===== src/rtl/stby_wake_pkg.sv =====
package stby_wake_pkg;
  localparam int LVL_W = 5;
  localparam int EVT_W = 8;
  localparam logic [LVL_W-1:0] NMI_LVL = 5'd16;

  localparam logic [EVT_W-1:0] CODE_NMI  = 8'h10;
  localparam logic [EVT_W-1:0] CODE_IRL  = 8'h20;
  localparam logic [EVT_W-1:0] CODE_IRQ  = 8'h40;
  localparam logic [EVT_W-1:0] CODE_PINT = 8'h60;
  localparam logic [EVT_W-1:0] CODE_PER  = 8'h80;

  localparam logic [1:0] STAT_RUN  = 2'b00;
  localparam logic [1:0] STAT_STBY = 2'b11;

  typedef enum logic [1:0] {
    ST_RUN,
    ST_STBY,
    ST_SETTLE,
    ST_WATCH
  } wk_state_e;
endpackage


===== src/rtl/stby_wake_arb.sv =====
module stby_wake_arb import stby_wake_pkg::*; #(
  parameter int N_IRQ    = 6,
  parameter int N_PINT   = 8,
  parameter int N_PER    = 4,
  parameter int ITI_IDX  = 0,
  parameter int RTC_IDX  = 1,
  parameter int TMU_IDX  = 2,
  parameter int IRQ_RTC  = 5,
  parameter int PINT_RTC = 6
) (
  input  logic               rtc_only_i,
  input  logic [3:0]         imask_i,
  input  logic               nmi_i,
  input  logic [3:0]         irl_i,
  input  logic [N_IRQ-1:0]   irq_i,
  input  logic [4*N_IRQ-1:0] irq_lvl_i,
  input  logic [N_PINT-1:0]  pint_i,
  input  logic [3:0]         pint_lvl_i,
  input  logic [N_PER-1:0]   per_i,
  input  logic [4*N_PER-1:0] per_lvl_i,
  output logic               win_vld_o,
  output logic [LVL_W-1:0]   win_lvl_o,
  output logic [EVT_W-1:0]   win_code_o
);
  localparam int IRQ_B  = 2;
  localparam int PINT_B = IRQ_B + N_IRQ;
  localparam int PER_B  = PINT_B + N_PINT;
  localparam int N_SRC  = PER_B + N_PER;

  logic             src_ok   [N_SRC];
  logic [LVL_W-1:0] src_lvl  [N_SRC];
  logic [EVT_W-1:0] src_code [N_SRC];

  assign src_ok[0]   = nmi_i && !rtc_only_i;
  assign src_lvl[0]  = NMI_LVL;
  assign src_code[0] = CODE_NMI;

  assign src_ok[1]   = (irl_i != 4'd0);
  assign src_lvl[1]  = {1'b0, irl_i};
  assign src_code[1] = CODE_IRL + {4'd0, irl_i};

  for (genvar i = 0; i < N_IRQ; i++) begin : g_irq
    localparam bit RTC_OK = (i < IRQ_RTC);
    assign src_ok[IRQ_B+i]   = irq_i[i] && (!rtc_only_i || RTC_OK);
    assign src_lvl[IRQ_B+i]  = {1'b0, irq_lvl_i[4*i +: 4]};
    assign src_code[IRQ_B+i] = CODE_IRQ + EVT_W'(i);
  end

  for (genvar i = 0; i < N_PINT; i++) begin : g_pint
    localparam bit RTC_OK = (i < PINT_RTC);
    assign src_ok[PINT_B+i]   = pint_i[i] && (!rtc_only_i || RTC_OK);
    assign src_lvl[PINT_B+i]  = {1'b0, pint_lvl_i};
    assign src_code[PINT_B+i] = CODE_PINT + EVT_W'(i);
  end

  for (genvar i = 0; i < N_PER; i++) begin : g_per
    localparam bit NEVER  = (i == ITI_IDX);
    localparam bit RTC_OK = (i == RTC_IDX) || (i == TMU_IDX);
    assign src_ok[PER_B+i]   = per_i[i] && !NEVER && (!rtc_only_i || RTC_OK);
    assign src_lvl[PER_B+i]  = {1'b0, per_lvl_i[4*i +: 4]};
    assign src_code[PER_B+i] = CODE_PER + EVT_W'(i);
  end

  // strict compare keeps the earliest source on a level tie
  always_comb begin
    win_vld_o  = 1'b0;
    win_lvl_o  = '0;
    win_code_o = '0;
    for (int s = 0; s < N_SRC; s++) begin
      if (src_ok[s] && (src_lvl[s] > {1'b0, imask_i}) &&
          (!win_vld_o || (src_lvl[s] > win_lvl_o))) begin
        win_vld_o  = 1'b1;
        win_lvl_o  = src_lvl[s];
        win_code_o = src_code[s];
      end
    end
  end
endmodule


===== src/rtl/stby_wake_cnt.sv =====
module stby_wake_cnt #(
  parameter int CNT_W = 8,
  parameter int CKS_W = 3,
  parameter int HIT   = 128
) (
  input  logic             clk_i,
  input  logic             rst_ni,
  input  logic             clr_i,
  input  logic             load_i,
  input  logic [CNT_W-1:0] load_val_i,
  input  logic             run_i,
  input  logic [CKS_W-1:0] cks_i,
  output logic             ovf_o,
  output logic             hit_o
);
  localparam int PS_W = (1 << CKS_W) - 1;

  logic [PS_W-1:0]  presc_q;
  logic [PS_W-1:0]  tap_msk;
  logic [CNT_W-1:0] cnt_q;
  logic             tick;

  always_comb begin
    for (int b = 0; b < PS_W; b++) tap_msk[b] = (b < int'(cks_i));
  end

  assign tick  = &(presc_q | ~tap_msk);
  assign ovf_o = run_i && tick && (cnt_q == '1);
  assign hit_o = run_i && tick && (cnt_q == CNT_W'(HIT - 1));

  always_ff @(posedge clk_i or negedge rst_ni) begin
    if (!rst_ni)    presc_q <= '0;
    else if (clr_i) presc_q <= '0;
    else            presc_q <= presc_q + 1'b1;
  end

  always_ff @(posedge clk_i or negedge rst_ni) begin
    if (!rst_ni)            cnt_q <= '0;
    else if (load_i)        cnt_q <= load_val_i;
    else if (run_i && tick) cnt_q <= cnt_q + 1'b1;
  end

  AST_TICK_ON_OVF: assert property (@(posedge clk_i) disable iff (!rst_ni)
    ovf_o |=> (cnt_q == '0));
endmodule


===== src/rtl/stby_wake_ctrl.sv =====
module stby_wake_ctrl import stby_wake_pkg::*; #(
  parameter int N_IRQ    = 6,
  parameter int N_PINT   = 8,
  parameter int N_PER    = 4,
  parameter int ITI_IDX  = 0,
  parameter int RTC_IDX  = 1,
  parameter int TMU_IDX  = 2,
  parameter int IRQ_RTC  = 5,
  parameter int PINT_RTC = 6,
  parameter int CNT_W    = 8,
  parameter int CKS_W    = 3,
  parameter int REENTRY  = 128
) (
  input  logic               clk_i,
  input  logic               rst_ni,
  input  logic               sleep_i,
  input  logic               stby_req_i,
  input  logic               rtc_only_i,
  input  logic [3:0]         imask_i,
  input  logic [CKS_W-1:0]   cks_i,
  input  logic [CNT_W-1:0]   cnt_init_i,
  input  logic               nmi_i,
  input  logic [3:0]         irl_i,
  input  logic [N_IRQ-1:0]   irq_i,
  input  logic [4*N_IRQ-1:0] irq_lvl_i,
  input  logic [N_PINT-1:0]  pint_i,
  input  logic [3:0]         pint_lvl_i,
  input  logic [N_PER-1:0]   per_i,
  input  logic [4*N_PER-1:0] per_lvl_i,
  output logic               clk_en_o,
  output logic [1:0]         status_o,
  output logic [EVT_W-1:0]   evt_code_o
);
  wk_state_e        state_q, state_d;
  logic             wake_vld;
  logic [LVL_W-1:0] win_lvl;
  logic [EVT_W-1:0] win_code;
  logic [EVT_W-1:0] pend_q;
  logic             cnt_ovf, cnt_hit, cnt_run, cnt_clr, cnt_load;

  stby_wake_arb #(
    .N_IRQ(N_IRQ), .N_PINT(N_PINT), .N_PER(N_PER), .ITI_IDX(ITI_IDX),
    .RTC_IDX(RTC_IDX), .TMU_IDX(TMU_IDX), .IRQ_RTC(IRQ_RTC), .PINT_RTC(PINT_RTC)
  ) u_arb (
    .rtc_only_i(rtc_only_i), .imask_i(imask_i), .nmi_i(nmi_i), .irl_i(irl_i),
    .irq_i(irq_i), .irq_lvl_i(irq_lvl_i), .pint_i(pint_i), .pint_lvl_i(pint_lvl_i),
    .per_i(per_i), .per_lvl_i(per_lvl_i),
    .win_vld_o(wake_vld), .win_lvl_o(win_lvl), .win_code_o(win_code)
  );

  assign cnt_clr  = (state_q == ST_RUN) || (state_q == ST_STBY);
  assign cnt_load = (state_q == ST_STBY) && wake_vld;
  assign cnt_run  = (state_q == ST_SETTLE) || ((state_q == ST_WATCH) && stby_req_i);

  stby_wake_cnt #(.CNT_W(CNT_W), .CKS_W(CKS_W), .HIT(REENTRY)) u_cnt (
    .clk_i(clk_i), .rst_ni(rst_ni), .clr_i(cnt_clr), .load_i(cnt_load),
    .load_val_i(cnt_init_i), .run_i(cnt_run), .cks_i(cks_i),
    .ovf_o(cnt_ovf), .hit_o(cnt_hit)
  );

  always_comb begin
    state_d = state_q;
    unique case (state_q)
      ST_RUN:    if (sleep_i && stby_req_i) state_d = ST_STBY;
      ST_STBY:   if (wake_vld) state_d = ST_SETTLE;
      ST_SETTLE: if (cnt_ovf) state_d = ST_WATCH;
      ST_WATCH: begin
        if (!stby_req_i)  state_d = ST_RUN;
        else if (cnt_hit) state_d = ST_STBY;
      end
      default:   state_d = ST_RUN;
    endcase
  end

  always_ff @(posedge clk_i or negedge rst_ni) begin
    if (!rst_ni) state_q <= ST_RUN;
    else         state_q <= state_d;
  end

  always_ff @(posedge clk_i or negedge rst_ni) begin
    if (!rst_ni) begin
      pend_q     <= '0;
      evt_code_o <= '0;
    end else begin
      if (cnt_load) pend_q <= win_code;
      if ((state_q == ST_SETTLE) && cnt_ovf) evt_code_o <= pend_q;
    end
  end

  assign clk_en_o = (state_q == ST_RUN) || (state_q == ST_WATCH);
  assign status_o = clk_en_o ? STAT_RUN : STAT_STBY;

  AST_HOLD_STBY: assert property (@(posedge clk_i) disable iff (!rst_ni)
    ((state_q == ST_STBY) && !wake_vld) |=> (state_q == ST_STBY));
  AST_WIN_ABOVE_MASK: assert property (@(posedge clk_i) disable iff (!rst_ni)
    wake_vld |-> (win_lvl > {1'b0, imask_i}));
  AST_NO_ITI: assert property (@(posedge clk_i) disable iff (!rst_ni)
    (!nmi_i && (irl_i == 4'd0) && (irq_i == '0) && (pint_i == '0) &&
     (per_i == N_PER'(1 << ITI_IDX))) |-> !wake_vld);
  AST_SETTLE_CLK_OFF: assert property (@(posedge clk_i) disable iff (!rst_ni)
    ((state_q == ST_SETTLE) && !cnt_ovf) |=> !clk_en_o);
  AST_EVT_HOLD: assert property (@(posedge clk_i) disable iff (!rst_ni)
    (state_q == ST_RUN) |=> $stable(evt_code_o));
  AST_CLR_STAYS_RUN: assert property (@(posedge clk_i) disable iff (!rst_ni)
    ((state_q == ST_WATCH) && !stby_req_i) |=> (clk_en_o && (status_o == STAT_RUN)));
endmodule


===== config.mk =====
export PLATFORM = sky130hd
export DESIGN_NAME = stby_wake_ctrl
export DESIGN_NICKNAME = d
export VERILOG_FILES = /design/src/rtl/stby_wake_pkg.sv /design/src/rtl/stby_wake_arb.sv /design/src/rtl/stby_wake_cnt.sv /design/src/rtl/stby_wake_ctrl.sv
export SDC_FILE = /design/constraint.sdc
export NUM_CORES = 1
export LEC_CHECK = 0
export ABC_AREA = 0
export BUFFER_PORTS_ARGS = -buffer_cell sky130_fd_sc_hd__buf_2
export CAP_MARGIN = 20
export CORE_MARGIN = 2
export CORE_UTILIZATION = 59
export DETAILED_ROUTE_END_ITERATION = 8
export GPL_TIMING_DRIVEN = 0
export PLACE_DENSITY = 0.79
export SYNTH_ARGS = -nofsm -noshare
export SYNTH_HDL_FRONTEND = slang
export SYNTH_SLANG_ARGS = --single-unit

===== constraint.sdc =====
create_clock -name clk_i -period 2.75 [get_ports clk_i]
set_input_delay 0.4125 -clock clk_i [delete_from_list [all_inputs] [get_ports clk_i]]
set_output_delay 0.4125 -clock clk_i [all_outputs]
set_load 0.02 [all_outputs]

* After elaboration in Yosys (flattened, before gate mapping)
Index checks and enable logic that the tools add are counted.
Cells by class: add/sub/neg operators 3, order comparisons 37, eq/ne operators 9, muxes and demuxes 66, bitwise gates (word level) 2, reduce and logical (&&, ||, !) cells 94
Operators by type and width (number):
- $mux 8 | 20
- $mux 5 | 19
- $gt 4x5->1 | 18
- $logic_and 1x1->1 | 49
- $gt 4x4->1 | 11
- $logic_or 1x1->1 | 21
- $logic_not 1->1 | 19
- $mux 1 | 19
- $mux 2 | 6
- $lt 3x3->1 const A | 3
- $add 8x1->8 const B | 1
- $eq 8x7->1 const B | 1
- $eq 8x8->1 const B | 1
- $pmux 2 s4 | 1
- $add 6x4->7 const A | 1
- $add 7x1->7 const B | 1
- $mux 7 | 1
- $not 7->7 | 1
- $or 7x7->7 | 1
- $reduce_and 7->1 | 1
- $lt 1x3->1 const A | 2
- $lt 2x3->1 const A | 2
- $gt 5x4->1 const A | 1
- $eq 2x2->1 const B | 2
- 8 further kinds | 9
Word-level totals: bits in registers 33, input bits 87, output and inout bits 11, word-level logic and storage cells 216

* Depth between registers and ports, before layout
depth in word-level cells 78, mapped depth 155, mapped depth without buffers 150

* Cells and area by module
From an unflattened synthesis, not the netlist that was laid out.
Unflattened totals: cells, all modules 725, area total of the unflattened synthesis 6002.0 um^2
By module, submodules not included:
- stby_wake_arb | times used 1, cells each 574, area each 4282.9 um^2, seq. area each 0.0 um^2
- stby_wake_cnt | times used 1, cells each 94, area each 888.4 um^2, seq. area each 375.4 um^2
- stby_wake_ctrl | times used 1, cells each 57, area each 830.8 um^2, seq. area each 450.4 um^2

* Least setup slack after synthesis
Ideal clock, no wire load.
path kind input-to-reg, from input imask_i[1], to register pend_q[3], setup time 0.083 ns, arrival time 25.178 ns, required time 2.667 ns, setup slack -22.511 ns, stages 149, path buffers 6, cell sequence inv_1 -> ha_1 -> nor2b_1 -> o211ai_1 -> a21o_1 -> nor2_1 -> nand2_1 -> ha_1 -> nor2b_1 -> o21a_1 -> o31ai_1 -> o211ai_1 -> nand2_1 -> nand2_1 -> ha_1 -> nor2b_1 -> o211ai_1 -> a21oi_1 -> (+113 left out) -> nand2b_1 -> a21oi_1 -> nor2_1 -> a21o_1 -> and2_1 -> buf_1 -> nor2_1 -> a22oi_2 -> ha_1 -> nor2b_1 -> o21ai_0 -> nand2b_1 -> a21oi_1 -> o31ai_1 -> a221oi_1 -> and2_1 -> nand3_1 -> o21ai_0
Between the ends: word-level cells in the longest chain between the ends 76, elaborated cells between the ends (all ways) 159, classes of those cells 30 x order compare; 55 x mux; 74 x reduce/logical
Ends and longest elaborated chain:
- start, declared | RTL line stby_wake_ctrl.sv:19 | input logic [3:0] imask_i,
- $gt 5x4->1 | RTL line stby_wake_arb.sv:70 | if (src_ok[s] && (src_lvl[s] > {1'b0, imask_i}) &&
- $logic_and 1x1->1 | RTL line stby_wake_arb.sv:70
- $mux 5 / $mux 1 (equally long branches) | RTL line stby_wake_arb.sv:70
- $gt 4x5->1 / $logic_not 1->1 (equally long branches) | RTL line stby_wake_arb.sv:71 | (!win_vld_o || (src_lvl[s] > win_lvl_o))) begin
- $logic_or 1x1->1 | RTL line stby_wake_arb.sv:71
- $logic_and 1x1->1 | RTL line stby_wake_arb.sv:70
- $mux 5 / $mux 1 (equally long branches) | RTL line stby_wake_arb.sv:70
- $gt 4x5->1 / $logic_not 1->1 (equally long branches) | RTL line stby_wake_arb.sv:71
- (+60 left out)
- $logic_or 1x1->1 | RTL line stby_wake_arb.sv:71
- $logic_and 1x1->1 | RTL line stby_wake_arb.sv:70
- $mux 5 / $mux 1 (equally long branches) | RTL line stby_wake_arb.sv:70
- $gt 4x5->1 / $logic_not 1->1 (equally long branches) | RTL line stby_wake_arb.sv:71
- $logic_or 1x1->1 | RTL line stby_wake_arb.sv:71
- $logic_and 1x1->1 | RTL line stby_wake_arb.sv:70
- $mux 1 | RTL line stby_wake_arb.sv:70
- $logic_and 1x1->1 | RTL line stby_wake_ctrl.sv:52 | assign cnt_load = (state_q == ST_STBY) && wake_vld;
- end signal, assigned | RTL line stby_wake_ctrl.sv:85 | if (cnt_load) pend_q <= win_code;
- end, declared | RTL line stby_wake_ctrl.sv:38 | logic [EVT_W-1:0] pend_q;
Parallel ways exist; a longest one is shown, timed or not. A chain may end at the register's enable or synchronous reset.

* Final worst setup path
Ends and elaborated chain as after synthesis.

==> results_dict.tcl <==
set metrics [dict create \
    numCtsBuffers 5 \
    grt_start_max_net_pins 34 \
    rows 36 \
    synth.cell_area_sq_um 5970 \
    critPathLaunchType "input pin" \
    grt_usage_pct 39.9 \
    clk_pin_slew_ns 0.07 \
    ff2ff_path_depth 8 \
    syn_avg_cell_area_sq_um 8.16 \
    synth_xor_area_share_pct 1.61 \
    drcViolationCount 0 \
    finalCritPeriodShare_pct 939 \
    cts_max_level 2 \
    nets 1144 \
    tightest_slew_ns 0.851 \
    clock_sinks 33 \
    clk_latency_ns 0.30 \
    synthAdderAreaFrac_pct 24.7 \
    area_delta_synth_final_pct 42.6 \
    die_y_um 105 \
    power_per_cell_area_nw_per_um2 763 \
    fp.dieArea_sq_um 10900 \
    gp_routability_congestion 0.912 \
    finalCriticalPeriod_ns 25.83 \
    violations "setup timing" \
    ys_seq_area_share_pct 13.8 \
    crit_path_end_kind "flop" \
    worst_ep_arrival_time_ns 26.05 \
    vias 7475 \
    setup_ws_ns -23.08 \
    stdcell_count 1075 \
    fmax_mhz 38.7 \
    cp.required_ns 2.97 \
    synthDistinctLibCells 87 \
    fin_setup_tns_ns -169.11 \
    ys_ff_latch 33 \
    rr_endpoint "evt_code_o[2]$_DFFE_PN0P_" \
    cts.path.max_buffers 2 \
    cap_violations 0 \
    syn_inst 732 \
    cts_hold_buf 0 \
    synth_top_family_by_area "compound AO/OA/AOI/OAI gates" \
    post-place-cells 957 \
    initial_utilization_pct 60.8 \
    slew_headroom_pct 42.9 \
    finalHoldViolCount 0 \
    muxShareOfSynthArea_pct 4.44 \
    synth_warnings 0 \
    crit_path_max_fanout 7 \
    grt_pass1_wl_um 35800 \
    dpl_worst_slack_ns -24.67 \
    synth_top_area_share_pct 24.7 \
    syn-num-nets 937 \
    cp_common_cell "a21oi_2" \
    viasPerCell 6.95 \
    synth_edf_count 0 \
    worst-r2r-setup-slack_ns 0.11 \
    synthTopCellsByArea "ha_1 (25%), dfrtp_1 (14%), a21oi_1 (5.4%)" \
    peakVddDrop_v 0.000737 \
    synth_top_cell_by_area "ha_1" \
    ant_nets 0 \
    cpPeakStageDelay_ns 0.35 \
    die_w_um 105 \
    final_common_cell "buf_4" \
    hp-class "in -> async" \
    rsz0062_at_grt "true" \
    cts-root-buf "clkbuf_8" \
    drt_iter0_markers 756 \
    status "finished, violations left" \
    core_area_sq_um 9820 \
    wl_per_cell_um 22.7 \
    slowest_stage "ha_1" \
    drt-total-wl_um 24400 \
    maxSlewViolCount 0 \
    critPathKind "in -> reg" \
    final_cell_mix "buf_4 (108), ha_1 (100), buf_2 (89)" \
    finClkSkew_ns 0.00739 \
    power_leakage_nw 3.94 \
    synth_simple_gate_area_share_pct 19.1 \
    io_pins 98 \
    overflow 0 \
    yosys_most_used_dff "dfrtp_1" \
    synth_compound_area_share_pct 32.3 \
    antenna_found_initial 2 \
    cts_tree "yes" \
    dr.pass1.iters 5 \
    dpl.hpwl_um 14700 \
    grt_pass1_vias 7364 \
    io_buffers 92 \
    drive_gt1_share_pct 42.8 \
    reg2reg_from "u_cnt.presc_q[0]$_DFF_PN0_" \
    async_reset_ff_share_pct 100 \
    setup_viol 18 \
]
==> flip-flops by register name, summed over array words and instances (netlist names) <==
register and flops:
evt_code_o 8, pend_q 8, u_cnt.cnt_q 8, u_cnt.presc_q 7
state_q 2
==> critical path, delay by kind of cell <==
family	cells	cell delay (ns)
mux	4	1.01
simple gates	37	4.81
fa+ha+maj	18	4.86
compound gates	80	13.87
buf+inv	8	1.01
==> worst max-delay path by stage <==
stage	startpoint	end	slack [ns]	cells after the start
6_report	imask_i[1]	pend_q[3]$_DFFE_PN0P_	-23.08	147
5_1_grt	imask_i[1]	pend_q[2]$_DFFE_PN0P_	-23.92	149
4_1_cts	imask_i[1]	pend_q[2]$_DFFE_PN0P_	-21.54	149
3_5_place_dp	imask_i[1]	pend_q[2]$_DFFE_PN0P_	-24.67	150
3_3_place_gp	imask_i[1]	pend_q[2]$_DFFE_PN0P_	-23.96	150
2_1_floorplan	imask_i[1]	pend_q[2]$_DFFE_PN0P_	-21.34	149
==> kinds of logic (layout without fill, tap and decap cells) <==
kind of cell | after synthesis | after routing
AO/OA/AOI/OAI | 265 | 266
AND/OR/NAND/NOR | 223 | 224
adder cells (fa/ha/maj) | 118 | 118
buffers and inverters | 57 | 263
flip-flops | 33 | 33
multiplexers | 25 | 25
XOR/XNOR | 11 | 11
other | 0 | 2
==> report_power, final <==
| part | internal [mW] | total, mW | switching, mW |
|---|---|---|---|
| sequential | 0.631 | 0.778 | 0.147 |
| combinational | 2.44 | 5.35 | 2.91 |
| clock | 0.175 | 0.368 | 0.193 |
==> what timing repair did <==
| action | CTS | global route |
|---|---|---|
| buffers inserted | 84 | 25 |
| gates resized for setup | 77 | 82 |
| pin swaps | 85 | 46 |
| endpoints found under the setup margin | 19 | 26 |
| gates cloned | 2 | 0 |
==> Yosys cell counts (8+ instances only) <==
cell and count:
ha_1 118, a21oi_1 65, nand2_1 64, nor2_1 50
inv_1 35, o21ai_0 34, dfrtp_1 33, nand4_1 28
o211ai_1 27, nor2b_1 25, o21a_1 18, nand3_1 16
o21ai_1 15, mux2i_1 13, a21o_1 10, mux2_2 10
clkbuf_1 9, nor3_1 8, o31ai_1 8
==> cell type report <==
| cell class | count | area, sq um |
|---|---|---|
| multi-input combinational | 644 | 5850 |
| timing repair buffer | 201 | 1320 |
| fill | 524 | 1300 |
| sequential | 33 | 826 |
| inverter | 38 | 166 |
| tap | 133 | 166 |
| buffer | 16 | 104 |
| clock buffer | 6 | 72.6 |
| clock inverter | 2 | 10.0 |
| antenna | 2 | 5.00 |
==> through the flow <==
step           utilization [%]  area [sq um]  power, mW  hold slack (ns)
3_3_place_gp              70.4          6910       4.21            0.463
6_report                  86.8          8520       6.50            0.187
5_1_grt                   86.8          8520       6.86            0.235
4_1_cts                   81.1          7960       5.55            0.204
2_1_floorplan                -          6280       3.54            0.117
3_5_place_dp              70.4          6910       4.42            0.469
==> routing by layer <==
metal | track usage (%) | wire length [um]
met1 | 45.8 | 8870
met2 | 68.8 | 11400
met3 | 6.24 | 2180
met4 | 25.3 | 1980
met5 | 0 | 0
No activity file was read; power rests on OpenSTA's default activity.
